[src/rtl/maj_serial_pkg.sv]
package maj_serial_pkg;
  // Zones from input capture to the sum register, excluding extra output wiring
  localparam int CORE_ZONES = 6;

  function automatic logic maj3(input logic x, input logic y, input logic z);
    return (x & y) | (x & z) | (y & z);
  endfunction
endpackage

[src/rtl/maj_cell.sv]
// One majority gate followed by its zone register. INV selects input inverters.
module maj_cell #(
  parameter logic [2:0] INV = 3'b000
) (
  input  logic clk,
  input  logic rst,
  input  logic en,
  input  logic x,
  input  logic y,
  input  logic z,
  output logic q
);
  import maj_serial_pkg::*;

  logic gate_out;

  always_comb gate_out = maj3(x ^ INV[0], y ^ INV[1], z ^ INV[2]);

  always_ff @(posedge clk) begin
    if (rst)     q <= 1'b0;
    else if (en) q <= gate_out;
  end
endmodule

[src/rtl/zone_wire.sv]
// A wire segment spanning DEPTH zones: DEPTH register stages, no logic.
module zone_wire #(
  parameter int W     = 1,
  parameter int DEPTH = 1
) (
  input  logic         clk,
  input  logic         rst,
  input  logic [W-1:0] d,
  output logic [W-1:0] q
);
  generate
    if (DEPTH == 0) begin : g_direct
      assign q = d;
    end else begin : g_stages
      logic [W-1:0] stage [DEPTH];
      always_ff @(posedge clk) begin
        if (rst) begin
          for (int i = 0; i < DEPTH; i++) stage[i] <= '0;
        end else begin
          stage[0] <= d;
          for (int i = 1; i < DEPTH; i++) stage[i] <= stage[i-1];
        end
      end
      assign q = stage[DEPTH-1];
    end
  endgenerate
endmodule

[src/rtl/maj_serial_adder.sv]
module maj_serial_adder #(
  parameter int OUT_WIRE_ZONES = 1
) (
  input  logic clk,
  input  logic rst,
  input  logic in_a,
  input  logic in_b,
  input  logic in_start,
  input  logic in_valid,
  output logic out_sum,
  output logic out_carry,
  output logic out_valid
);
  import maj_serial_pkg::*;

  localparam int LATENCY = CORE_ZONES + OUT_WIRE_ZONES;

  // Zone 1: capture, with the start flag inverted on the way in
  logic a1, b1, nsow1, v1;
  zone_wire #(.W(4), .DEPTH(1)) u_z1 (
    .clk(clk), .rst(rst),
    .d({in_a, in_b, ~in_start, in_valid}),
    .q({a1, b1, nsow1, v1})
  );

  // Zone 2: generate (AND) and propagate (OR) as majority gates with constants
  logic pa2, po2, a2, b2, nsow2, v2;
  maj_cell #(.INV(3'b000)) u_and2 (
    .clk(clk), .rst(rst), .en(1'b1), .x(a1), .y(b1), .z(1'b0), .q(pa2));
  maj_cell #(.INV(3'b000)) u_or2 (
    .clk(clk), .rst(rst), .en(1'b1), .x(a1), .y(b1), .z(1'b1), .q(po2));
  zone_wire #(.W(4), .DEPTH(1)) u_z2 (
    .clk(clk), .rst(rst),
    .d({a1, b1, nsow1, v1}),
    .q({a2, b2, nsow2, v2})
  );

  // Zone 3: q3 = start ? AND : OR (majority acts as a mux because AND <= OR)
  logic q3, pa3, a3, b3, nsow3, v3;
  maj_cell #(.INV(3'b000)) u_sel3 (
    .clk(clk), .rst(rst), .en(1'b1), .x(pa2), .y(po2), .z(nsow2), .q(q3));
  zone_wire #(.W(5), .DEPTH(1)) u_z3 (
    .clk(clk), .rst(rst),
    .d({pa2, a2, b2, nsow2, v2}),
    .q({pa3, a3, b3, nsow3, v3})
  );

  // Zone 4: carry loop (one gate, one zone) and the gated carry input
  logic carry_fb, cin4, a4, b4, v4;
  maj_cell #(.INV(3'b000)) u_carry4 (
    .clk(clk), .rst(rst), .en(v3), .x(pa3), .y(q3), .z(carry_fb), .q(carry_fb));
  maj_cell #(.INV(3'b000)) u_cin4 (
    .clk(clk), .rst(rst), .en(1'b1), .x(carry_fb), .y(nsow3), .z(1'b0), .q(cin4));
  zone_wire #(.W(3), .DEPTH(1)) u_z4 (
    .clk(clk), .rst(rst),
    .d({a3, b3, v3}),
    .q({a4, b4, v4})
  );

  // Zone 5: inner sum term MAJ(a, b, ~cin)
  logic t5, c5, cin5, v5;
  maj_cell #(.INV(3'b100)) u_inner5 (
    .clk(clk), .rst(rst), .en(1'b1), .x(a4), .y(b4), .z(cin4), .q(t5));
  zone_wire #(.W(3), .DEPTH(1)) u_z5 (
    .clk(clk), .rst(rst),
    .d({carry_fb, cin4, v4}),
    .q({c5, cin5, v5})
  );

  // Zone 6: sum = MAJ(~carry, cin, inner); carry padded to stay aligned
  logic s6, c6, v6;
  maj_cell #(.INV(3'b001)) u_sum6 (
    .clk(clk), .rst(rst), .en(1'b1), .x(c5), .y(cin5), .z(t5), .q(s6));
  zone_wire #(.W(2), .DEPTH(1)) u_z6 (
    .clk(clk), .rst(rst),
    .d({c5, v5}),
    .q({c6, v6})
  );

  // Output wiring zones
  zone_wire #(.W(3), .DEPTH(OUT_WIRE_ZONES)) u_zout (
    .clk(clk), .rst(rst),
    .d({s6, c6, v6}),
    .q({out_sum, out_carry, out_valid})
  );
endmodule

[config.mk]
export PLATFORM = sky130hd
export DESIGN_NAME = maj_serial_adder
export DESIGN_NICKNAME = d
export VERILOG_FILES = /design/src/rtl/maj_serial_pkg.sv /design/src/rtl/maj_cell.sv /design/src/rtl/zone_wire.sv /design/src/rtl/maj_serial_adder.sv
export SDC_FILE = /design/constraint.sdc
export NUM_CORES = 1
export LEC_CHECK = 0
export BUFFER_PORTS_ARGS = -buffer_cell sky130_fd_sc_hd__buf_4
export CAP_MARGIN = 0
export CELL_PAD_IN_SITES_DETAIL_PLACEMENT = 1
export CELL_PAD_IN_SITES_GLOBAL_PLACEMENT = 1
export CORE_ASPECT_RATIO = 0.8
export CORE_MARGIN = 1
export CORE_UTILIZATION = 35
export CTS_BUF_LIST = sky130_fd_sc_hd__clkbuf_4
export CTS_CLUSTER_DIAMETER = 80
export DETAILED_ROUTE_END_ITERATION = 16
export GPL_TIMING_DRIVEN = 0
export PLACE_DENSITY = 0.73
export SLEW_MARGIN = 20
export SYNTH_ARGS = -nofsm -noshare
export SYNTH_HDL_FRONTEND = slang
export SYNTH_SLANG_ARGS = --single-unit
[constraint.sdc]
create_clock -name clk -period 0.92 [get_ports clk]
set_clock_uncertainty 0.05 [all_clocks]
set_input_delay 0.138 -clock clk [delete_from_list [all_inputs] [get_ports clk]]
set_output_delay 0.138 -clock clk [all_outputs]
set_load 0.01 [all_outputs]
==> results of run 1 <==
final cells by class:
| cell class | count | area share (%) |
|---|---|---|
| clock buffer | 5 | 3.41 |
| inverter | 3 | 1.02 |
| multi-input combinational | 41 | 20.5 |
| buffer | 3 | 2.73 |
| timing repair buffer | 13 | 11.0 |
| sequential | 31 | 56.7 |
| tap | 34 | 3.86 |
| clock inverter | 2 | 0.795 |
metrics by stage:
step                      hold WS, ns  TNS, ns  utilization, %  setup slack (ns)  cells
final                           0.115  -0.0453            48.5           -0.0169    132
after global routing            0.124   -0.171            48.5           -0.0579    132
after CTS                       0.111  -0.0987            48.3           -0.0353    132
after detailed placement        0.246        0            43.6            0.0945    120
after global placement          0.240        0            43.6             0.110    120
after floorplan                 0.155        0               -             0.190     78
state kept, by name, indices dropped and copies added, names as in the netlist:
signal                 count
u_and2.q                   1
u_carry4.q                 1
u_cin4.q                   1
u_inner5.q                 1
u_or2.q                    1
u_sel3.q                   1
u_sum6.q                   1
u_z1.g_stages.stage        4
u_z2.g_stages.stage        4
u_z3.g_stages.stage        5
u_z4.g_stages.stage        3
u_z5.g_stages.stage        3
u_z6.g_stages.stage        2
u_zout.g_stages.stage      3
power by group:
part / leakage [nW] / switching, W / total [W] / internal [W]
clock network: 0.0285 / 0.000415 / 0.000685 / 0.000270
logic: 0.162 / 0.0000358 / 0.0000903 / 0.0000546
registers: 0.254 / 0.00000915 / 0.00138 / 0.00137
total: 0.445 / 0.000460 / 0.00215 / 0.00170
synth_stat cells (all sizes together):
| master | instances | area, µm² |
|---|---|---|
| dfxtp | 31 | 621 |
| nor2b | 20 | 128 |
| nor2 | 6 | 22.5 |
| a21oi | 4 | 20.0 |
| nand2 | 4 | 15.0 |
| o21ai | 4 | 20.0 |
| buf | 3 | 30.0 |
| inv | 3 | 11.3 |
| and2 | 2 | 12.5 |
| a21o | 1 | 7.51 |
routing by layer:
metal | vias to the layer above | share of wire [%]
li1 | 277 | -
met1 | 248 | 42
met2 | 14 | 51
met3 | 2 | 6.1
met4 | 0 | 1.2
met5 | - | 0
placed cells by master (no fill, tap or decap):
cell type / netlist / routed
buf_6: 2 / 5
nor2b_1: 19 / 19
and2_1: 2 / 2
dfxtp_1: 31 / 28
o21ai_0: 4 / 4
clkinv_1: 0 / 1
dlygate4sd3_1: 0 / 5
dfxtp_2: 0 / 3
inv_1: 3 / 3
clkinv_2: 0 / 1
nand2_1: 4 / 4
clkbuf_4: 0 / 5
buf_4: 1 / 6
a21oi_1: 4 / 4
a21o_1: 1 / 1
nor2_1: 6 / 6
nor2b_2: 1 / 1
worst paths after layout:
path,depth (start not counted),to
worst max-delay path,1,out_sum
worst min-delay path,3,u_zout.g_stages.stage[0][2]
worst max register to register,3,u_carry4.q
worst min register to register,1,u_z3.g_stages.stage[0][2]
repair_timing:
action                     4_1_cts  5_1_grt
cloned                           0        0
hold endpoints to repair         5        0
hold buffers                     5        0
setup endpoints to repair        3        3
resized for setup                3        3
cell families (layout without fill, tap and decap cells):
family / after synthesis / in the layout / share of synthesized area [%]
compound gates: 9 / 9 / 5.36
flops: 31 / 31 / 70.0
simple gates: 32 / 32 / 20.0
buf+inv: 6 / 26 / 4.65
==> impl_metrics.yaml, run 1 <==
outcome:
  status: "complete, but fails checks"
  violations: "setup timing"
critical_path:
  crit_family: "flip-flops"
  crit_buf_inv: 1
  slowest_stage: "dfxtp_2"
  path_cells: "buf_6"
  critPathLaunch: "u_zout.g_stages.stage[0][2]"
  required_ns: 0.73
  start_kind: "register"
  crit_arrival_ns: 0.75
  rrSetupSlack_ns: 0.14
  endpoint_kind: "output port"
  crit_type: "reg2out"
  critPathMaxFanout: 1
  r2r_start: "u_z3.g_stages.stage[0][0]"
  max_stage_delay_ns: 0.33
run:
  max-cap-violations: 0
sta:
  worst_pin_slew_ns: 0.142
  setup_violations: 3
  slew_viol_final: 0
  min_period_ns: 0.937
  fin_ws_ns: -0.0169
  period_share_pct: 102
  rsz0062_at_grt: "yes"
  max_freq_mhz: 1070
  slew_headroom_pct: 90.4
  finalHoldViolCount: 0
clock_network:
  post-cts-setup-buffers: 0
  clockRootBuffer: "clkbuf_4"
  clock_path_buffers: 2
  cts.sinks: 31
  clk_pin_slew_ns: 0.09
  clk_latency_ns: 0.32
  cts_tree: "yes"
  cts_buffers: 5
  cts-htree-levels: 2
detailed_routing:
  wl_per_cell_um: 9.36
  drtAntennaViolNets: 0
  drc_errors: 0
  drt_iter0_markers: 16
  wl_um: 1240
  drtPass1Iterations: 2
  viasPerCell: 4.10
  vias: 541
place:
  placed_area_um2: 990
  gp_congestion: 0.686
  dp_hpwl_um: 828
  io_buffers: 8
final_layout:
  layout-drive-gt1-share_pct: 21.4
  fillCellCount: 254
  area_growth_pct: 24.1
  num-nets-final: 104
  regArea_um2: 624
  diodes: 0
  finalInstanceArea_mm2: 0.00110
  multi_input_comb_area_um2: 225
die:
  die-area_mm2: 0.00274
  ios: 9
  die_h_um: 47.0
  coreArea_mm2: 0.00227
  initial_core_util_pct: 39.1
  std_cell_rows: 15
  die_w_um: 58.3
synth:
  synthCells: 78
  yosysSeqAreaShare_pct: 70.0
  synth_cell_types: 12
  synth_seq_cells: 31
  syn_area_um2: 887
  yosysWarnings: 0
  synth_area_per_cell_um2: 11.4
  syn_nets: 84
grt:
  met1_usage_pct: 12.0
  grt_pass1_vias: 537
  use_met2_pct: 20.5
  met3_usage_pct: 8.26
  grt_util_all_layers_pct: 12.4
  grt_overflow_total: 0
  antenna_found_initial: 0
  grt_max_degree: 11
  busiest_layer: "met2"
  grt_pass1_wl_um: 2250
power_and_ir_drop:
  p_per_area_mw_per_mm2: 1960
  finalPower_w: 0.00215
  vdd_drop_max_mv: 0.940
  p_leak_nw: 0.445
worst_hold_path:
  hp-start: "rst"
  hold_path.class: "in2reg"
Power figures use the tool's default switching activity.
==> run 2: changes to the inputs <==
- CTS_BUF_LIST: sky130_fd_sc_hd__clkbuf_4 -> unset
==> run 2 against run 1 <==
  * Clock power increased by 13%
  * Utilization increased by 0.44 points
  * Wire length increased by 0.65%
  * Total power increased by 4.0%
  * Final cell count unchanged
  * Worst hold slack about the same
  * First-iteration DRC count unchanged
  * The flow still finishes with violations (setup timing)
  * Global-route usage increased by 0.061 points
  * Largest power group unchanged
  * Sequential share of layout area decreased by 0.51 points
==> impl_metrics.yaml, run 2 (same netlist as run 1, synthesis figures left out) <==
outcome:
  status: "complete, but fails checks"
  violations: "setup timing"
grt:
  met1_usage_pct: 12.1
  busiest_layer: "met2"
  grt_util_all_layers_pct: 12.4
  antenna_found_initial: 0
  grt_pass1_vias: 531
  grt_overflow_total: 0
  grt_max_degree: 11
  met3_usage_pct: 8.26
  use_met2_pct: 20.5
  grt_pass1_wl_um: 2260
final_layout:
  layout_commonest_cell: "dfxtp_1"
  layout-drive-gt1-share_pct: 22.4
  area_growth_pct: 25.2
  layout_common_cells: "dfxtp_1, nor2b_1, buf_4, nor2_1"
  num-nets-final: 104
  postLayoutCoreUtil_pct: 48.9
  largest_reg_flops: 5
  diodes: 0
  top_register: "u_z3.g_stages.stage"
  top_regs: "u_z3.g_stages.stage (5), u_z1.g_stages.stage (4), u_z2.g_stages.stage (4)"
  fillCellCount: 254
detailed_routing:
  viasPerCell: 4.12
  drc_errors: 0
  drtPass1Iterations: 3
  drt_iter0_markers: 16
  vias: 544
  wl_per_cell_um: 9.42
  drtAntennaViolNets: 0
  wl_um: 1240
sta:
  worst_pin_slew_ns: 0.142
  rsz0062_at_grt: "yes"
  slew_viol_final: 0
  slew_headroom_pct: 90.4
  period_share_pct: 102
  holdWs_ns: 0.115
  finalHoldViolCount: 0
  min_period_ns: 0.939
  max_freq_mhz: 1060
  fin_ws_ns: -0.0194
  setup_violations: 3
clock_network:
  cts_tree: "yes"
  cts_buffers: 5
  clk_latency_ns: 0.31
  post-cts-setup-buffers: 0
  cts-htree-levels: 2
  clock_path_buffers: 2
  cts.sinks: 31
  clk_pin_slew_ns: 0.09
  clockRootBuffer: "clkbuf_4"
die:
  die_h_um: 47.0
  die_w_um: 58.3
  coreArea_mm2: 0.00227
  die-area_mm2: 0.00274
  initial_core_util_pct: 39.1
  ios: 9
  std_cell_rows: 15
critical_path:
  crit_buf_inv: 1
  path_cells: "buf_6"
  crit_family: "flip-flops"
  required_ns: 0.73
  endpoint_kind: "output port"
  start_kind: "register"
  crit_arrival_ns: 0.75
  critPathMaxFanout: 1
  slowest_stage: "dfxtp_2"
  max_stage_delay_ns: 0.33
  crit_type: "reg2out"
place:
  dp_hpwl_um: 828
  io_buffers: 8
  post-place-ws_ns: 0.0945
  gp_congestion: 0.686
power_and_ir_drop:
  vdd_drop_max_mv: 0.958
  p_leak_nw: 0.450
  p_per_area_mw_per_mm2: 2020
run:
  max-cap-violations: 0
worst_hold_path:
  hold_path.class: "in2reg"
==> run 2: cell count changes in the layout (fill, tap and decap cells not counted) <==
cell and delta:
clkbuf_8 +1, clkinv_1 -1
==> run 2: layout make-up <==
cell class	instances	area, µm²	area share (%)
clock buffers	6	51.3	4.62
well taps	34	42.5	3.83
flip-flops and latches	31	624	56.2
plain buffers	3	30.0	2.70
multi-input cells	41	225	20.3
clock inverters	1	5.00	0.450
inverters	3	11.3	1.01
repair buffers	13	121	10.9
==> run 2: per-layer routing <==
metal  wire length (µm)  up-vias
li1                   -      278
met1                517      250
met2                632       14
met3                 77        2
met4                 14        0
met5                  0        -
==> run 2: report_power, final <==
group / internal [W] / switching, W
clock network: 0.000353 / 0.000417
registers: 0.00137 / 0.00000920
logic: 0.0000546 / 0.0000358
==> run 2: repair_timing <==
| action | in CTS | in global routing |
|---|---|---|
| gates resized for setup | 3 | 3 |
| hold buffers | 5 | 0 |
| endpoints found under the setup margin | 3 | 3 |
| hold endpoints to repair | 5 | 0 |
| pin swaps | 0 | 0 |
==> run 2: path summary, 6_finish.rpt <==
| path | depth (start not counted) | slack [ns] | startpoint | endpoint |
|---|---|---|---|---|
| min | 3 | 0.12 | rst | u_zout.g_stages.stage[0][2] |
| max reg2reg | 3 | 0.14 | u_z3.g_stages.stage[0][0] | u_carry4.q |
| min reg2reg | 1 | 0.39 | u_z3.g_stages.stage[0][1] | u_cin4.q |
| max | 1 | -0.02 | u_zout.g_stages.stage[0][0] | out_valid |
==> run 2: per-stage QoR <==
stage               area (µm²)  setup TNS [ns]  cells  total power [W]
floorplan                  887               0     78          0.00146
global placement           990               0    120          0.00148
detailed placement         990               0    120          0.00149
CTS                       1110          -0.103    132          0.00228
global route              1110          -0.178    132          0.00236
finish                    1110         -0.0508    132          0.00224
==> run 3: changes to the inputs <==
- PLACE_DENSITY: 0.73 -> unset
- PLACE_DENSITY_LB_ADDON: unset -> 0.3
==> run 3 against run 2 <==
  * The run still ends with setup timing left
  * Register-to-register slack barely moved
  * Sequential power is essentially flat
  * Critical path depth unchanged
  * Critical endpoint is now out_carry
  * Largest power group unchanged
==> impl_metrics.yaml, run 3 (same netlist as run 1, synthesis figures left out) <==
grt:
  grt_pass1_vias: 436
  grt_overflow_total: 0
  grt_max_degree: 11
  antenna_found_initial: 0
  grt_util_all_layers_pct: 11.2
  grt_pass1_wl_um: 1940
worst_hold_path:
  hold_path.class: "in2reg"
outcome:
  violations: "setup timing"
  status: "complete, but fails checks"
critical_path:
  max_stage_delay_ns: 0.32
  crit_family: "flip-flops"
  path_cells: "buf_6"
  start_kind: "register"
  critPathMaxFanout: 1
  endpoint_kind: "output port"
  crit_arrival_ns: 0.75
  crit_buf_inv: 1
  slowest_stage: "dfxtp_2"
  required_ns: 0.73
  crit_type: "reg2out"
clock_network:
  clk_latency_ns: 0.32
  cts_buffers: 5
  cts_tree: "yes"
  post-cts-setup-buffers: 0
  cts-htree-levels: 2
  cts.sinks: 31
  clk_pin_slew_ns: 0.08
  clock_path_buffers: 2
  clockRootBuffer: "clkbuf_4"
die:
  ios: 9
  die_w_um: 58.3
  die-area_mm2: 0.00274
  std_cell_rows: 15
  coreArea_mm2: 0.00227
  die_h_um: 47.0
  initial_core_util_pct: 39.1
final_layout:
  top_register: "u_z3.g_stages.stage"
  layout-drive-gt1-share_pct: 20.6
  num-nets-final: 104
  top_regs: "u_z3.g_stages.stage (5), u_z1.g_stages.stage (4), u_z2.g_stages.stage (4)"
  largest_reg_flops: 5
  layout_common_cells: "dfxtp_1, nor2b_1, buf_4, nor2_1"
  area_growth_pct: 23.6
  fillCellCount: 255
  diodes: 0
  layout_commonest_cell: "dfxtp_1"
sta:
  worst_pin_slew_ns: 0.151
  slew_headroom_pct: 89.8
  holdWs_ns: 0.115
  max_freq_mhz: 1070
  min_period_ns: 0.938
  setup_violations: 3
  finalHoldViolCount: 0
  rsz0062_at_grt: "yes"
  slew_viol_final: 0
  fin_ws_ns: -0.0178
  period_share_pct: 102
detailed_routing:
  vias: 552
  drtAntennaViolNets: 0
  drt_iter0_markers: 7
  wl_um: 1170
  wl_per_cell_um: 8.94
  viasPerCell: 4.21
  drc_errors: 0
  drtPass1Iterations: 3
run:
  max-cap-violations: 0
power_and_ir_drop:
  vdd_drop_max_mv: 0.888
  p_leak_nw: 0.441
  p_per_area_mw_per_mm2: 1960
place:
  post-place-ws_ns: 0.0643
  dp_hpwl_um: 794
  gp_congestion: 0.693
  io_buffers: 8
## run 3: cell types whose count changed in the layout (fill, tap and decap cells not counted)
cell	delta
clkbuf_1	+1
clkbuf_8	-1
clkinv_2	-1
## run 3: cell type report
cell class / instances / area, µm² / area share (%)
Timing Repair Buffer: 13 / 121 / 11.1
Tap cell: 34 / 42.5 / 3.88
Multi-Input combinational cell: 41 / 225 / 20.5
Sequential cell: 31 / 624 / 57.0
Buffer: 3 / 30.0 / 2.74
Inverter: 3 / 11.3 / 1.03
Clock buffer: 6 / 41.3 / 3.77
## run 3: metrics by stage
step / total power [W] / area, µm² / util (%) / cells / TNS (ns)
floorplan: 0.00146 / 887 / - / 78 / 0
global placement: 0.00148 / 990 / 43.6 / 120 / 0
detailed placement: 0.00149 / 990 / 43.6 / 120 / 0
CTS: 0.00218 / 1090 / 48.2 / 131 / -0.0973
global route: 0.00226 / 1100 / 48.3 / 131 / -0.169
finish: 0.00214 / 1100 / 48.3 / 131 / -0.0507
## run 3: path summary, 6_finish.rpt
path | startpoint | endpoint | slack [ns] | cells past startpoint
setup / recovery | u_zout.g_stages.stage[0][1] | out_carry | -0.02 | 1
hold / removal | rst | u_zout.g_stages.stage[0][2] | 0.12 | 3
setup reg to reg | u_cin4.q | u_inner5.q | 0.13 | 3
hold reg to reg | u_z3.g_stages.stage[0][1] | u_cin4.q | 0.39 | 1
## run 3: per-layer routing
| layer | up-vias | track usage (%) | share of wire [%] | wire (µm) |
|---|---|---|---|---|
| met5 | - | 0 | 0 | 0 |
| met4 | 0 | 8.57 | 2.9 | 34 |
| met3 | 6 | 8.26 | 7.5 | 88 |
| met2 | 15 | 15.6 | 43 | 507 |
| met1 | 253 | 11.9 | 46 | 540 |
| li1 | 278 | - | - | - |
## run 3: what timing repair did
item | 4_1_cts | 5_1_grt
endpoints found under the setup margin | 3 | 3
gates resized for setup | 4 | 2
hold buffers | 5 | 0
endpoints found under the hold margin | 5 | 0
## run 3: report_power, final
part           switching, W  leakage (nW)  internal (W)
sequential       0.00000849         0.254       0.00137
clock              0.000405        0.0242      0.000271
combinational     0.0000348         0.162     0.0000545
